## src/rtl/cnv_init_pkg.sv

```systemverilog
package cnv_init_pkg;

  localparam int FRAME_W = 24;
  localparam int ADDR_W  = 15;
  localparam int DATA_W  = 8;
  localparam int TBL_N   = 12;
  localparam int IDX_W   = $clog2(TBL_N);

  typedef enum logic [2:0] {
    ST_IDLE  = 3'd0,
    ST_RSTWR = 3'd1,
    ST_INIT  = 3'd2,
    ST_CFG   = 3'd3,
    ST_CAL   = 3'd4,
    ST_PLL   = 3'd5,
    ST_DONE  = 3'd6,
    ST_ERR   = 3'd7
  } seq_state_e;

  localparam logic [1:0] EC_NONE = 2'd0;
  localparam logic [1:0] EC_INIT = 2'd1;
  localparam logic [1:0] EC_CAL  = 2'd2;
  localparam logic [1:0] EC_PLL  = 2'd3;

  localparam logic [ADDR_W-1:0] A_SOFT_RST  = 15'h0000;
  localparam logic [ADDR_W-1:0] A_PREEMPH   = 15'h0048;
  localparam logic [ADDR_W-1:0] A_CAL_ENA   = 15'h0061;
  localparam logic [ADDR_W-1:0] A_CAL_STAT  = 15'h006A;
  localparam logic [ADDR_W-1:0] A_CAL_TRIG  = 15'h006C;
  localparam logic [ADDR_W-1:0] A_LINK_ENA  = 15'h0200;
  localparam logic [ADDR_W-1:0] A_MODE      = 15'h0201;
  localparam logic [ADDR_W-1:0] A_KM1       = 15'h0202;
  localparam logic [ADDR_W-1:0] A_SYNC_FMT  = 15'h0204;
  localparam logic [ADDR_W-1:0] A_LINK_STAT = 15'h0208;
  localparam logic [ADDR_W-1:0] A_OVR_CTL   = 15'h0213;
  localparam logic [ADDR_W-1:0] A_INIT_STAT = 15'h0270;

  localparam int PLL_LOCK_BIT  = 2;
  localparam int INIT_DONE_BIT = 0;

  typedef struct packed {
    logic [ADDR_W-1:0] addr;
    logic [DATA_W-1:0] data;
  } wr_entry_t;

  function automatic logic [FRAME_W-1:0] mk_frame(input logic rd,
                                                  input logic [ADDR_W-1:0] a,
                                                  input logic [DATA_W-1:0] d);
    return {rd, a, d};
  endfunction

endpackage

```

## src/rtl/cnv_init_rom.sv

```systemverilog
module cnv_init_rom
  import cnv_init_pkg::*;
#(
  parameter logic [7:0] MODE_VAL = 8'h00,
  parameter logic [7:0] KM1_VAL  = 8'h03,
  parameter logic [7:0] SYNC_VAL = 8'h01
) (
  input  logic [IDX_W-1:0] idx,
  output wr_entry_t        entry
);

  // Index order is behaviour: disables, settings, enables, trigger low/high.
  always_comb begin
    case (idx)
      4'd0:    entry = '{A_SOFT_RST, 8'hB0};
      4'd1:    entry = '{A_LINK_ENA, 8'h00};
      4'd2:    entry = '{A_CAL_ENA,  8'h00};
      4'd3:    entry = '{A_MODE,     MODE_VAL};
      4'd4:    entry = '{A_KM1,      KM1_VAL};
      4'd5:    entry = '{A_SYNC_FMT, SYNC_VAL};
      4'd6:    entry = '{A_OVR_CTL,  8'h07};
      4'd7:    entry = '{A_PREEMPH,  8'h03};
      4'd8:    entry = '{A_CAL_ENA,  8'h01};
      4'd9:    entry = '{A_LINK_ENA, 8'h01};
      4'd10:   entry = '{A_CAL_TRIG, 8'h00};
      4'd11:   entry = '{A_CAL_TRIG, 8'h01};
      default: entry = '{A_SOFT_RST, 8'h00};
    endcase
  end

endmodule

```

## src/rtl/cnv_poll_timer.sv

```systemverilog
module cnv_poll_timer #(
  parameter int W = 8
) (
  input  logic         clk,
  input  logic         rst,
  input  logic         clr,
  input  logic [W-1:0] limit,
  output logic         expired
);

  logic [W-1:0] cnt_q;

  always_ff @(posedge clk) begin
    if (rst || clr) begin
      cnt_q <= '0;
    end else if (cnt_q < limit) begin
      cnt_q <= cnt_q + 1'b1;
    end
  end

  assign expired = (cnt_q >= limit);

  AST_TMR_STICKY: assert property (@(posedge clk) disable iff (rst) (expired && !clr && $stable(limit)) |=> expired) else $error("timer flag dropped");

endmodule

```

## src/rtl/cnv_init_seq.sv

```systemverilog
module cnv_init_seq
  import cnv_init_pkg::*;
#(
  parameter logic [7:0]  MODE_VAL     = 8'h00,
  parameter logic [7:0]  KM1_VAL      = 8'h03,
  parameter logic [7:0]  SYNC_VAL     = 8'h01,
  parameter int unsigned INIT_TMO     = 200_000_000,
  parameter int unsigned CAL_TMO      = 200_000_000,
  parameter int unsigned PLL_TMO      = 2_000_000,
  parameter int          CAL_DONE_BIT = 1
) (
  input  logic        clk,
  input  logic        rst,
  input  logic        start,
  output logic        cmd_valid,
  input  logic        cmd_ready,
  output logic [23:0] cmd_frame,
  input  logic        rsp_valid,
  input  logic [7:0]  rsp_data,
  output logic        done,
  output logic        err,
  output logic [1:0]  err_code,
  output logic [2:0]  state
);

  localparam int unsigned TMO_MAX0 = (INIT_TMO > CAL_TMO) ? INIT_TMO : CAL_TMO;
  localparam int unsigned TMO_MAX  = (TMO_MAX0 > PLL_TMO) ? TMO_MAX0 : PLL_TMO;
  localparam int          TMO_W    = $clog2(TMO_MAX + 1);
  localparam logic [IDX_W-1:0] LAST_IDX = IDX_W'(TBL_N - 1);

  seq_state_e         state_q;
  logic [IDX_W-1:0]   idx_q;
  logic               busy_q;
  logic               cmd_valid_q;
  logic [FRAME_W-1:0] cmd_frame_q;
  logic               done_q;
  logic               err_q;
  logic [1:0]         err_code_q;
  logic               tmr_clr_q;
  logic               tmr_exp;
  logic [TMO_W-1:0]   tmr_limit;
  wr_entry_t          rom_entry;
  logic [FRAME_W-1:0] next_frame;

  cnv_init_rom #(
    .MODE_VAL (MODE_VAL),
    .KM1_VAL  (KM1_VAL),
    .SYNC_VAL (SYNC_VAL)
  ) rom_i (
    .idx   (idx_q),
    .entry (rom_entry)
  );

  always_comb begin
    case (state_q)
      ST_CAL:  tmr_limit = TMO_W'(CAL_TMO);
      ST_PLL:  tmr_limit = TMO_W'(PLL_TMO);
      default: tmr_limit = TMO_W'(INIT_TMO);
    endcase
  end

  cnv_poll_timer #(.W(TMO_W)) tmr_i (
    .clk     (clk),
    .rst     (rst),
    .clr     (tmr_clr_q),
    .limit   (tmr_limit),
    .expired (tmr_exp)
  );

  always_comb begin
    case (state_q)
      ST_INIT: next_frame = mk_frame(1'b1, A_INIT_STAT, 8'h00);
      ST_CAL:  next_frame = mk_frame(1'b1, A_CAL_STAT,  8'h00);
      ST_PLL:  next_frame = mk_frame(1'b1, A_LINK_STAT, 8'h00);
      default: next_frame = mk_frame(1'b0, rom_entry.addr, rom_entry.data);
    endcase
  end

  always_ff @(posedge clk) begin
    if (rst) begin
      state_q     <= ST_IDLE;
      idx_q       <= '0;
      busy_q      <= 1'b0;
      cmd_valid_q <= 1'b0;
      cmd_frame_q <= '0;
      done_q      <= 1'b0;
      err_q       <= 1'b0;
      err_code_q  <= EC_NONE;
      tmr_clr_q   <= 1'b1;
    end else begin
      tmr_clr_q <= 1'b0;
      case (state_q)
        ST_IDLE, ST_DONE, ST_ERR: begin
          if (start) begin
            state_q    <= ST_RSTWR;
            idx_q      <= '0;
            busy_q     <= 1'b0;
            done_q     <= 1'b0;
            err_q      <= 1'b0;
            err_code_q <= EC_NONE;
            tmr_clr_q  <= 1'b1;
          end
        end
        default: begin
          if (!busy_q) begin
            cmd_valid_q <= 1'b1;
            cmd_frame_q <= next_frame;
            busy_q      <= 1'b1;
          end else if (cmd_valid_q) begin
            if (cmd_ready) cmd_valid_q <= 1'b0;
          end else if (rsp_valid) begin
            busy_q <= 1'b0;
            case (state_q)
              ST_RSTWR: begin
                state_q   <= ST_INIT;
                idx_q     <= IDX_W'(1);
                tmr_clr_q <= 1'b1;
              end
              ST_INIT: begin
                if (rsp_data[INIT_DONE_BIT]) begin
                  state_q <= ST_CFG;
                end else if (tmr_exp) begin
                  state_q    <= ST_ERR;
                  err_q      <= 1'b1;
                  err_code_q <= EC_INIT;
                end
              end
              ST_CFG: begin
                if (idx_q == LAST_IDX) begin
                  state_q   <= ST_CAL;
                  tmr_clr_q <= 1'b1;
                end else begin
                  idx_q <= idx_q + 1'b1;
                end
              end
              ST_CAL: begin
                if (rsp_data[CAL_DONE_BIT]) begin
                  state_q   <= ST_PLL;
                  tmr_clr_q <= 1'b1;
                end else if (tmr_exp) begin
                  state_q    <= ST_ERR;
                  err_q      <= 1'b1;
                  err_code_q <= EC_CAL;
                end
              end
              ST_PLL: begin
                if (rsp_data[PLL_LOCK_BIT]) begin
                  state_q <= ST_DONE;
                  done_q  <= 1'b1;
                end else if (tmr_exp) begin
                  state_q    <= ST_ERR;
                  err_q      <= 1'b1;
                  err_code_q <= EC_PLL;
                end
              end
              default: state_q <= ST_IDLE;
            endcase
          end
        end
      endcase
    end
  end

  assign cmd_valid = cmd_valid_q;
  assign cmd_frame = cmd_frame_q;
  assign done      = done_q;
  assign err       = err_q;
  assign err_code  = err_code_q;
  assign state     = state_q;

  AST_CMD_HOLD: assert property (@(posedge clk) disable iff (rst) (cmd_valid && !cmd_ready) |=> (cmd_valid && $stable(cmd_frame))) else $error("frame dropped before accept");
  AST_DONE_ERR_EXCL: assert property (@(posedge clk) disable iff (rst) !(done && err)) else $error("done with err");
  AST_ERR_HAS_CODE: assert property (@(posedge clk) disable iff (rst) err |-> (err_code != EC_NONE)) else $error("err without code");
  AST_ERR_LATCHED: assert property (@(posedge clk) disable iff (rst) (err && !start) |=> (err && $stable(err_code))) else $error("err not held");
  AST_DONE_LATCHED: assert property (@(posedge clk) disable iff (rst) (done && !start) |=> done) else $error("done not held");
  AST_END_QUIET: assert property (@(posedge clk) disable iff (rst) (done || err) |-> !cmd_valid) else $error("command after end");
  AST_DONE_STATE: assert property (@(posedge clk) disable iff (rst) done |-> (state == 3'd6)) else $error("done state code");

endmodule

```

## config.mk

```make
export PLATFORM = sky130hd
export DESIGN_NAME = cnv_init_seq
export DESIGN_NICKNAME = d
export VERILOG_FILES = /design/src/rtl/cnv_init_pkg.sv /design/src/rtl/cnv_init_rom.sv /design/src/rtl/cnv_poll_timer.sv /design/src/rtl/cnv_init_seq.sv
export SDC_FILE = /design/constraint.sdc
export NUM_CORES = 1
export LEC_CHECK = 0
export CORE_UTILIZATION = 60
export DETAILED_ROUTE_END_ITERATION = 10
export PLACE_DENSITY = 0.85
export SLEW_MARGIN = 0
export SYNTH_ARGS = -nofsm -noshare
export SYNTH_HDL_FRONTEND = slang
export SYNTH_SLANG_ARGS = --single-unit
```

## constraint.sdc

```tcl
create_clock -name clk -period 6.15 [get_ports clk]
set_clock_uncertainty 0.1 [all_clocks]
set_input_delay 1.23 -clock clk [delete_from_list [all_inputs] [get_ports clk]]
set_output_delay 1.23 -clock clk [all_outputs]
set_load 0.005 [all_outputs]
```

Word-level counts from Yosys, hierarchy flattened
Memories as Yosys holds them, arrays and structs flattened. A register that Yosys moved wholly into a read port is not among the register bits.
Cells that the tools add are included.
{"block": "totals", "regBits": 66, "rom_bits": 224, "input_bits": 13, "output_inout_bits": 32, "wordCells": 115, "mem_count": 1}
{"block": "classes", "addsub": 2, "magnitude_cmp": 2, "eq_ne": 18, "mux": 65, "bitwise_logic": 2, "n_reduce_logical": 15}
{"name": "(name not given)", "depth": 16, "word_bits": 14, "read_ports": 1, "rd_ports_with_merged_regs": 1, "wr": 0, "line": "cnv_init_rom.sv:14", "text": "case (idx)"}
{"cell": "24-bit case mux with 3 select lines", "count": 1}
{"cell": "4-bit two-way mux", "count": 8}
{"cell": "3-bit two-way mux", "count": 10}
{"cell": "1-bit two-way mux", "count": 29}
{"cell": "28-bit by 1-bit adder with 28-bit output, second input constant", "count": 1}
{"cell": "28-bit greater-or-equal comparator", "count": 1}
{"cell": "28-bit less-than comparator", "count": 1}
{"cell": "28-bit two-way mux", "count": 1}
{"cell": "2-bit two-way mux", "count": 11}
{"cell": "3-bit != test, second input constant", "count": 6}
{"cell": "3-bit case mux with 5 select lines", "count": 1}
{"cell": "3-bit == test, second input constant", "count": 4}
{"cell": "6-bit AND reduction", "count": 2}
{"cell": "11-bit AND reduction", "count": 1}
{"cell": "4-bit case mux with 2 select lines", "count": 1}
{"cell": "8-bit AND reduction", "count": 1}
{"cell": "2-bit nonzero test", "count": 4}
{"cell": "3-bit by 2-bit == test with 1-bit output, second input constant", "count": 2}
{"cell": "3-bit by 2-bit != test with 1-bit output, second input constant", "count": 2}
{"cell": "1-bit case mux with 3 select lines", "count": 2}
{"cell": "2-bit case mux with 3 select lines", "count": 1}
{"cell": "5-bit AND reduction", "count": 1}
{"cell": "4-bit by 1-bit adder with 4-bit output, second input constant", "count": 1}
{"cell": "4-bit == test, second input constant", "count": 1}
{"cell": "other kinds (10)", "count": 11}

Longest topological paths before layout
Gate-level depths: netlist (run 1).
{"block": "logic_depth", "word_depth": 10, "mapped_depth": 13, "ltp_nobuf": 11}

Modules after synthesis
Synthesis (run 1) repeated with hierarchy kept, for this count alone.
{"block": "hier_totals", "cells_unflattened": 567, "area_unflattened_um2": 4543.1}
{"module": "cnv_poll_timer", "n_inst": 1, "cells_per_inst": 287, "area_each_um2": 2258.4, "seq_area_each_um2": 560.5}
{"module": "cnv_init_seq", "n_inst": 1, "cells_per_inst": 238, "area_each_um2": 1961.9, "seq_area_each_um2": 760.7}
{"module": "cnv_init_rom", "n_inst": 1, "cells_per_inst": 42, "area_each_um2": 322.8, "seq_area_each_um2": 0.0}

Worst setup path after synthesis (run 1)
OpenSTA, ideal clock, no wires.
{"block": "synth_path", "kind": "input-to-reg", "startpoint": "input port rsp_valid", "endpoint": "register rom_i.entry[14] (netlist name)", "setup_ns": 0.136, "arrival_ns": 2.850, "required_ns": 5.914, "path_slack_ns": 3.064, "path_stages": 8, "path_buffers": 1, "path_cell_list": "nand3b_1 or3_1 buf_2 a21oi_2 mux2i_1 nor2_1 o211ai_1 o211ai_1"}
{"block": "synth_via", "elab_chain_cells": 4}
{"item": "start, declared", "line": "cnv_init_seq.sv:18", "text": "input logic rsp_valid,"}
{"item": "2-bit nonzero test (no line)"}
{"item": "6-bit AND reduction (no line)"}
{"item": "4-bit two-way mux (no line) (2 in series)"}
No other way between the ends.
A chain may end at the register's enable or synchronous reset.

Worst setup path in the final report (run 1)
{"block": "layout_path", "startpoint": "input port rsp_valid", "endpoint": "register rom_i.entry[7] (netlist name)"}
{"block": "layout_via", "elab_chain_cells": 4}
{"item": "2-bit nonzero test (no line)"}
{"item": "6-bit AND reduction (no line)"}
{"item": "4-bit two-way mux (no line) (2 in series)"}
No other way between the ends.

==> results of run 1 <==
## state kept, by name (all words and copies together), names as in the netlist
| register | count |
|---|---|
| tmr_i.cnt_q | 28 |
| cmd_frame | 13 |
| rom_i.entry | 11 |
| idx_q | 4 |
| state | 3 |
| err_code | 2 |
| busy_q | 1 |
| cmd_valid | 1 |
| done | 1 |
| err | 1 |
| tmr_clr_q | 1 |
## cell usage after synthesis, types with 2 or more instances
cell,count
a211oi_1,8
a211oi_2,2
a21o_1,2
a21oi_1,45
and2_1,5
and3_1,6
and4_1,2
buf_1,3
buf_2,4
buf_4,13
buf_6,2
clkbuf_1,10
dfxtp_1,66
ha_1,13
inv_1,13
mux2i_1,2
nand2_1,39
nand2b_1,3
nand3_1,17
nand3b_1,2
nand4_1,6
nor2_1,35
nor2b_1,2
nor3_1,12
nor4_1,3
o2111ai_1,7
o211ai_1,10
o21a_1,6
o21ai_0,26
o21ai_1,5
o22ai_1,3
o31a_1,2
or2_2,4
or3_1,19
or4_1,5
xnor2_1,5
xor2_1,8
## per-layer routing
layer / up-vias / wire, um / global-route usage
li1: 1638 / - / -
met1: 1589 / 4010 / 0.382
met2: 105 / 3910 / 0.451
met3: 14 / 396 / 0.0469
met4: 0 / 147 / 0.130
met5: - / 0 / 0
## kinds of logic (layout without fill, tap and decap cells)
family | count (synthesis) | count (layout)
flops | 66 | 66
simple gates | 166 | 166
xor+xnor | 13 | 13
fa+ha+maj | 14 | 14
other cells | 1 | 9
compound gates | 134 | 134
buf+inv | 47 | 61
mux | 3 | 3
## final cells by class
cell class                 count  share of cell area
inverter                      15              0.0145
sequential                    66               0.326
tap                           75              0.0231
clock inverter                 3             0.00370
timing repair buffer          31              0.0759
clock buffer                  12              0.0383
multi-input combinational    339               0.519
## metrics by stage
| step | setup slack [ns] | cell area [um^2] |
|---|---|---|
| after global placement | 2.28 | 3880 |
| after floorplan | 3.06 | 3670 |
| after detailed placement | 2.22 | 3880 |
| final | 2.49 | 4050 |
| after CTS | 2.56 | 4050 |
| after global routing | 2.19 | 4050 |
## power breakdown
part	internal, mW	switching [mW]	leakage, nW
Combinational	0.0424	0.0540	0.793
Clock	0.164	0.161	0.0920
Sequential	0.438	0.0136	0.533
Total	0.644	0.229	1.42
## critical path: stages
cell and delay (ns):
clkdlybuf4s50_1 0.46, nand3b_1 0.21, or3_1 0.56, a21oi_2 0.28, mux2i_1 0.44, nor2_1 0.18
nor4_1 0.39
## how the worst max path moves through the flow
stage / depth (start not counted) / slack [ns] / endpoint / start
after floorplan: 8 / 3.06 / rom_i.entry[14] / rsp_valid
after global placement: 7 / 2.28 / rom_i.entry[7] / rsp_valid
after detailed placement: 8 / 2.22 / rom_i.entry[7] / rsp_valid
after CTS: 9 / 2.56 / tmr_i.cnt_q[18] / state[0]
after global routing: 10 / 2.19 / tmr_i.cnt_q[22] / state[1]
final: 7 / 2.49 / rom_i.entry[7] / rsp_valid
==> reports/qor.csv, run 1 <==
metric,value,unit
initial antenna violation count,0,
first-pass GRT wire length,14200,um
HP Start,rom_i.entry[13],
FMAX,0.273,GHz
R2R Path Start,state[0],
clock latency at the later pin of the worst-skew pair,0.35,ns
mux cell area share after synthesis,0.00859,
worst-margin pin slew,0.806,ns
vias post-DR,3346,
Max-Cap Viols,0,
GPL Wtd Cong,0.905,
drt pass-1 iters,5,
clock sink count,66,
dpl hpwl,5820,um
Critical Path AT,3.75,ns
"Top FF cell, synth",dfxtp_1,
GRT Total Usage,0.286,
CTS buffer count,9,
XOR/XNOR Fraction of Synth Area,0.0313,
setup TNS,0,ns
synth unique cells,66,
CTS tree,built,
Cell Rows,28,
placed cell count,526,
Syn Area/Cell,8.20,um^2
Setup Viol. Count Final,0,
maximum vdd drop,120,uV
# fillers,477,
Post-CTS Resized,0,
post-synthesis simple-gate area fraction,0.235,
Routed WL,8460,um
Post-Synthesis Cells,444,
RSZ-0062 raised after global routing,no,
"commonest non-fill, non-tap cell in the layout",dfxtp_1,
Final Max Tran Viols,0,
post-synth top area share,0.363,
die height,79.9,um
grt total ovfl,0,
remaining antenna violation count,0,
Synth area leader,dfxtp_1,
initial cell density of the core,0.619,
R2R Setup Slk,2.50,ns
chip width,79.9,um
Multi-input gate area,0.00210,mm^2
complex-gate fraction of the synthesized area,0.246,
WS Path Type,in2reg,
CORE AREA,0.00589,mm^2
Hold EP,cmd_frame[13],
clock root buffer,clkbuf_8,
period utilization,0.595,
Hold Slack,0.343,ns
Vias/cell,6.18,
clk buf depth,2,
Layout Cells excl Fill,541,
CTS Hold Bufs,0,
"top cells by area, synth","dfxtp_1 (36%), a21oi_1 (6.2%), ha_1 (4.5%)",
worst path required time,6.24,ns
Power Density,215,mW/mm^2
die area,0.00638,mm^2
"FF+latch count, synth",66,
"Reg clk slew, reported paths",0.07,ns
"Seq/Total Area, Yosys",0.363,
async set or reset register ratio after synthesis,0,
routed length per instance,15.6,um
total power,0.873,mW
reg2reg path depth,9,
fraction of layout cells with a size suffix above 1,0.0751,
vias in the first global route,3074,
"Setup Fix Bufs, Post-CTS",0,
Hold Fails Final Rpt,0,
PortBufs,30,
area of the mapped netlist,0.00364,mm^2
CP Launch Type,input port,
diode count,0,
Finished Core Util,0.689,
Hold Crit Depth,2,
hold crit path type,reg2reg,
"Area growth, synth to finish",11.3,%
Sequential Area,0.00132,mm^2
adder-cell area share of the yosys netlist,0.0478,
P_leak,1.42,nW
RR Endpoint,tmr_i.cnt_q[18],
Final nets,488,
IO Pins,45,
"commonest non-fill, non-tap cells in the layout","dfxtp_1 (66), a21oi_1 (45), nand2_1 (39)",
crit end category,flop,
main combinational cell family by area after synthesis,compound AO/OA/AOI/OAI gates,
# H-tree levels,3,
crit-path max FO,7,
largest net degree at the start of global routing,31,
worst rel slew slack,0.458,
DRC errors left,0,
Final Critical Period,3.66,ns
outcome,finished clean,
DRT iter0 DRCs,235,
Yosys Warn Count,0,
Post-synth EDFFs,0,
(Power assumes the default switching activity.)
==> run 2: changes to the inputs <==
--- a/config.mk
+++ b/config.mk
@@ -5,9 +5,9 @@
 export SDC_FILE = /design/constraint.sdc
 export NUM_CORES = 1
 export LEC_CHECK = 0
-export CORE_UTILIZATION = 60
+export CORE_UTILIZATION = 50
 export DETAILED_ROUTE_END_ITERATION = 10
-export PLACE_DENSITY = 0.85
+export PLACE_DENSITY = 0.76
 export SLEW_MARGIN = 0
 export SYNTH_ARGS = -nofsm -noshare
 export SYNTH_HDL_FRONTEND = slang
==> constraint.sdc (replaced) <==
create_clock -name clk -period 3.24 [get_ports clk]
set_clock_uncertainty 0.1 [all_clocks]
set_input_delay 0.648 -clock clk [delete_from_list [all_inputs] [get_ports clk]]
set_output_delay 0.648 -clock clk [all_outputs]
set_load 0.005 [all_outputs]
==> reports/qor.csv, run 2 (synthesis gave the netlist of run 1 again) <==
metric,value,unit,change
Hold Slack,0.354,ns,+0.0108 ns
die height,87.3,um,+9.3%
outcome,finished clean,,
initial antenna violation count,0,,unchanged
CTS Hold Bufs,0,,unchanged
DRT iter0 DRCs,233,,-0.85%
"commonest non-fill, non-tap cells in the layout","dfxtp_1 (66), a21oi_1 (45), nand2_1 (39)",,
IO Pins,45,,unchanged
PortBufs,30,,unchanged
clk buf depth,2,,unchanged
# H-tree levels,3,,unchanged
fraction of layout cells with a size suffix above 1,0.0985,,+0.0234
maximum vdd drop,223,uV,+85%
Finished Core Util,0.609,,-0.0803
remaining antenna violation count,0,,unchanged
"commonest non-fill, non-tap cell in the layout",dfxtp_1,,
worst-margin pin slew,0.687,ns,-0.119 ns
initial cell density of the core,0.527,,-0.0914
met2 Use GR,0.356,,-0.0955
Post-CTS Resized,0,,unchanged
clock latency at the later pin of the worst-skew pair,0.35,ns,about the same
die area,0.00763,mm^2,+19%
pre-CTS setup slack,0.0625,ns,-2.16 ns
largest reg by FF count,tmr_i.cnt_q,,
Final nets,498,,+2.0%
worst path required time,3.43,ns,-2.81 ns
Layout Cells excl Fill,573,,+5.9%
vias post-DR,3305,,-1.2%
clock root buffer,clkbuf_8,,
placed cell count,557,,+5.9%
DRC errors left,0,,unchanged
hold crit path type,reg2reg,,
CORE AREA,0.00691,mm^2,+17%
GRT busiest layer,met2,,
clock sink count,66,,unchanged
M3 GR Usage,0.0398,,-0.00705
crit-path max FO,12,,+5
drt pass-1 iters,5,,unchanged
grt total ovfl,0,,unchanged
final setup margin,0.236,ns,-2.26 ns
Critical Path AT,3.19,ns,-0.56 ns
Hold Fails Final Rpt,0,,unchanged
GPL Wtd Cong,0.857,,-5.3%
CTS buffer count,9,,unchanged
period utilization,0.927,,
Routed WL,8350,um,-1.3%
CTS tree,built,,
"Area growth, synth to finish",15.4,%,
Setup Viol. Count Final,0,,unchanged
CP Launch Type,flop,,
first-pass GRT wire length,14000,um,-1.6%
Max-Cap Viols,0,,unchanged
diode count,0,,unchanged
met1 Use GR,0.327,,-0.0549
FMAX,0.333,GHz,
R2R Setup Slk,0.24,ns,-2.26 ns
Largest register FFs,28,,unchanged
Final Critical Period,3.00,ns,
GRT Total Usage,0.235,,-0.0516
Power Density,430,mW/mm^2,+99%
routed length per instance,14.6,um,-6.8%
dpl hpwl,5910,um,+1.7%
largest net degree at the start of global routing,28,,-9.7%
worst rel slew slack,0.540,,+0.0813
"Reg clk slew, reported paths",0.07,ns,about the same
chip width,87.3,um,+9.3%
Final Max Tran Viols,0,,unchanged
WS Path Type,reg2reg,,
P_leak,1.48,nW,+4.4%
vias in the first global route,2929,,-4.7%
crit end category,flop,,
Cell Rows,30,,+7.1%
RSZ-0062 raised after global routing,yes,,
Vias/cell,5.77,,-6.7%
[run 2: path summary, 6_finish.rpt]
check                    start        endpoint  depth (start not counted)
setup / recovery      state[1]  tmr_i.cnt_q[8]                         10
hold reg to reg   cmd_frame[2]    cmd_frame[2]                          2
setup reg to reg      state[1]  tmr_i.cnt_q[8]                         10
hold / removal    cmd_frame[2]    cmd_frame[2]                          2
[run 2: area by class of cell]
type	count	area, um^2
repair buffers	41	383
well taps	96	120
clock buffers	9	124
inverters	15	58.8
fillers	662	2700
multi-input cells	339	2100
clock inverters	7	93.8
flip-flops and latches	66	1320
[run 2: what timing repair did]
action	CTS	global route
endpoints found under the hold margin	0	0
buffers inserted	0	0
setup endpoints to repair	0	4
[run 2: report_power, final]
part / internal [mW] / switching (mW)
Combinational: 0.0865 / 0.114
Clock: 0.431 / 0.328
Sequential: 0.830 / 0.0148
Total: 1.35 / 0.457
[run 2: routing by layer]
layer	up-vias	part of all wire	wire, um
met1	1534	0.49	4070
met2	90	0.45	3760
met5	-	0	0
met3	14	0.043	362
li1	1667	-	-
met4	0	0.018	154
[run 2: stage by stage]
step / total power, mW / cell area (um^2) / TNS, ns
floorplan: 0.991 / 3670 / 0
global placement: 1.06 / 3990 / 0
detailed placement: 1.06 / 3990 / 0
CTS: 1.82 / 4200 / 0
global route: 1.88 / 4200 / -0.0738
finish: 1.81 / 4200 / 0
[run 2: critical path, cell delays in order, from the launching register on]
cell and delay (ns):
dfxtp_1 0.32, inv_2 0.12, nand3_4 0.13, inv_4 0.16, ha_1 0.27, a31oi_1 0.17
o31ai_1 0.13, a221oi_4 0.53, o211ai_1 0.42, or4_1 0.51, nand2_1 0.08
==> run 3: changes to the inputs <==
--- a/config.mk
+++ b/config.mk
@@ -7,7 +7,8 @@
 export LEC_CHECK = 0
 export CORE_UTILIZATION = 50
 export DETAILED_ROUTE_END_ITERATION = 10
-export PLACE_DENSITY = 0.76
+export PLACE_DENSITY = 0.77
+export REMOVE_ABC_BUFFERS = 1
 export SLEW_MARGIN = 0
 export SYNTH_ARGS = -nofsm -noshare
 export SYNTH_HDL_FRONTEND = slang
==> reports/qor.csv, run 3 (synthesis gave the netlist of run 1 again) <==
metric,value,unit,change
Critical Path AT,3.11,ns,-0.08 ns
P_leak,1.48,nW,about the same
DP Area,0.00399,mm^2,+0.19%
DRT iter0 DRCs,287,,+23%
diode count,0,,unchanged
Hold Fails Final Rpt,0,,unchanged
Final Critical Period,2.94,ns,-0.0598 ns
CTS Hold Bufs,0,,unchanged
clock sink count,66,,unchanged
"commonest non-fill, non-tap cell in the layout",dfxtp_1,,
CP Launch Type,flop,,
placed cell count,558,,+0.18%
CP max-delay cell,or3_1,,
Largest register FFs,28,,unchanged
Hold Slack,0.351,ns,-0.00267 ns
Power Density,418,mW/mm^2,-2.7%
Cell Rows,30,,unchanged
Vias/cell,5.93,,+2.7%
Final nets,499,,+0.20%
CP peak stage delay,0.44,ns,-0.09 ns
Final Max Tran Viols,0,,unchanged
P_sw,0.476,mW,+4.0%
worst path buffer plus inverter count,2,,unchanged
PortBufs,30,,unchanged
crit end category,flop,,
die height,87.3,um,unchanged
R2R Path Start,state[1],,
vias post-DR,3401,,+2.9%
worst path required time,3.40,ns,-0.03 ns
met3 wire len,433,um,+20%
setup TNS,0,ns,unchanged
largest reg by FF count,tmr_i.cnt_q,,
first-pass GRT wire length,14400,um,+3.0%
WS Path Type,reg2reg,,
# H-tree levels,3,,unchanged
met2 wire length,3750,um,-0.45%
CTS tree,built,,
clock root buffer,clkbuf_8,,
"CP delay by family, top",compound AO/OA/AOI/OAI gates,,
maximum vdd drop,229,uV,+2.7%
GPL Wtd Cong,0.868,,+1.3%
chip width,87.3,um,unchanged
clk buf depth,2,,unchanged
die area,0.00763,mm^2,unchanged
outcome,finished clean,,
Post-CTS Resized,0,,unchanged
crit-path max FO,15,,+3
CORE AREA,0.00691,mm^2,unchanged
worst rel slew slack,0.527,,-0.0129
Setup Viol. Count Final,0,,unchanged
Layout Cells excl Fill,574,,+0.17%
GRT Total Usage,0.244,,+0.00881
remaining antenna violation count,0,,unchanged
initial cell density of the core,0.527,,unchanged
M1 wire length,4140,um,+1.7%
IO Pins,45,,unchanged
top routing layer in use,met4,,
R2R Setup Slk,0.30,ns,+0.06 ns
"Area growth, synth to finish",15.2,%,
critical path cell sequence,inv_2 > nand3_4 > inv_4 > ha_1 > nand2b_1 > maj3_2 > a21o_1 > a21oi_4 > o211ai_2 > or3_1 > a21oi_1,,
fraction of layout cells with a size suffix above 1,0.100,,+0.00189
vias in the first global route,3017,,+3.0%
HP Start,rom_i.entry[13],,
largest net degree at the start of global routing,28,,unchanged
critical path startpoint,state[1],,
clock latency at the later pin of the worst-skew pair,0.34,ns,about the same
Routed WL,8470,um,+1.4%
# fillers,635,,-4.1%
sequential share of power,0.483,,+0.015
grt total ovfl,0,,unchanged
Power Internal,1.28,mW,-5.2%
FMAX,0.340,GHz,+2.0%
hold crit path type,reg2reg,,
RSZ-0062 raised after global routing,no,,
Max-Cap Viols,0,,unchanged
"commonest non-fill, non-tap cells in the layout","dfxtp_1 (66), a21oi_1 (45), nand2_1 (39)",,
CTS buffer count,9,,unchanged
dpl hpwl,5990,um,+1.2%
initial antenna violation count,0,,unchanged
Comb power frac,0.116,,+0.005
drt pass-1 iters,4,,-1
period utilization,0.909,,-0.0185
"Reg clk slew, reported paths",0.08,ns,about the same
routed length per instance,14.7,um,+1.2%
DRC errors left,0,,unchanged
Switching Fraction,0.271,,+0.0180
post-route cell area,0.00419,mm^2,-0.21%
worst-margin pin slew,0.705,ns,+0.0176 ns
clock share of power,0.401,,-0.020
"Setup Fix Bufs, Post-CTS",0,,unchanged
## run 3: cell types whose count changed in the layout (fill, tap and decap cells not counted), sizes merged
cell	delta
buf	+1
bufinv	-1
clkinv	+1
clkinvlp	-1
inv	+1
## run 3: final timing paths
kind | cells past startpoint | end
setup / recovery | 11 | tmr_i.cnt_q[26]
hold / removal | 2 | cmd_frame[13]
setup reg to reg | 11 | tmr_i.cnt_q[26]
hold reg to reg | 2 | cmd_frame[13]
## run 3: area by class of cell
cell class / instances / area (um^2) / share of cell area
clock inverters: 7 / 77.6 / 0.0185
clock buffers: 9 / 124 / 0.0295
repair buffers: 42 / 390 / 0.0931
multi-input cells: 339 / 2100 / 0.501
inverters: 15 / 58.8 / 0.0140
flip-flops and latches: 66 / 1320 / 0.315
well taps: 96 / 120 / 0.0286
## run 3: power by group through the flow
stage / combinational (mW) / sequential (mW) / clock (mW)
after floorplan: 0.0977 / 0.871 / 0
after global placement: 0.195 / 0.865 / 0
after detailed placement: 0.199 / 0.865 / 0
after CTS: 0.200 / 0.846 / 0.715
after global routing: 0.225 / 0.850 / 0.754
final: 0.203 / 0.846 / 0.704
## run 3: worst register-to-register path, stage by stage, from the launching register on
cell,delay [ns]
dfxtp_1,0.32
inv_2,0.12
nand3_4,0.14
inv_4,0.17
ha_1,0.16
nand2b_1,0.06
maj3_2,0.32
a21o_1,0.22
a21oi_4,0.33
o211ai_2,0.31
or3_1,0.44
a21oi_1,0.18
## run 3: per-layer routing
layer,track usage,up-vias
li1,-,1662
met1,0.347,1620
met2,0.366,108
met3,0.0351,11
met4,0.104,0
met5,0,-
## run 3: through the flow
| step | worst slack [ns] | util | total power [mW] |
|---|---|---|---|
| after floorplan | 0.279 | - | 0.969 |
| after global routing | 0.0744 | 0.607 | 1.83 |
| after detailed placement | 0.0360 | 0.578 | 1.06 |
| after CTS | 0.303 | 0.607 | 1.76 |
| final | 0.296 | 0.607 | 1.75 |
| after global placement | 0.0770 | 0.578 | 1.06 |
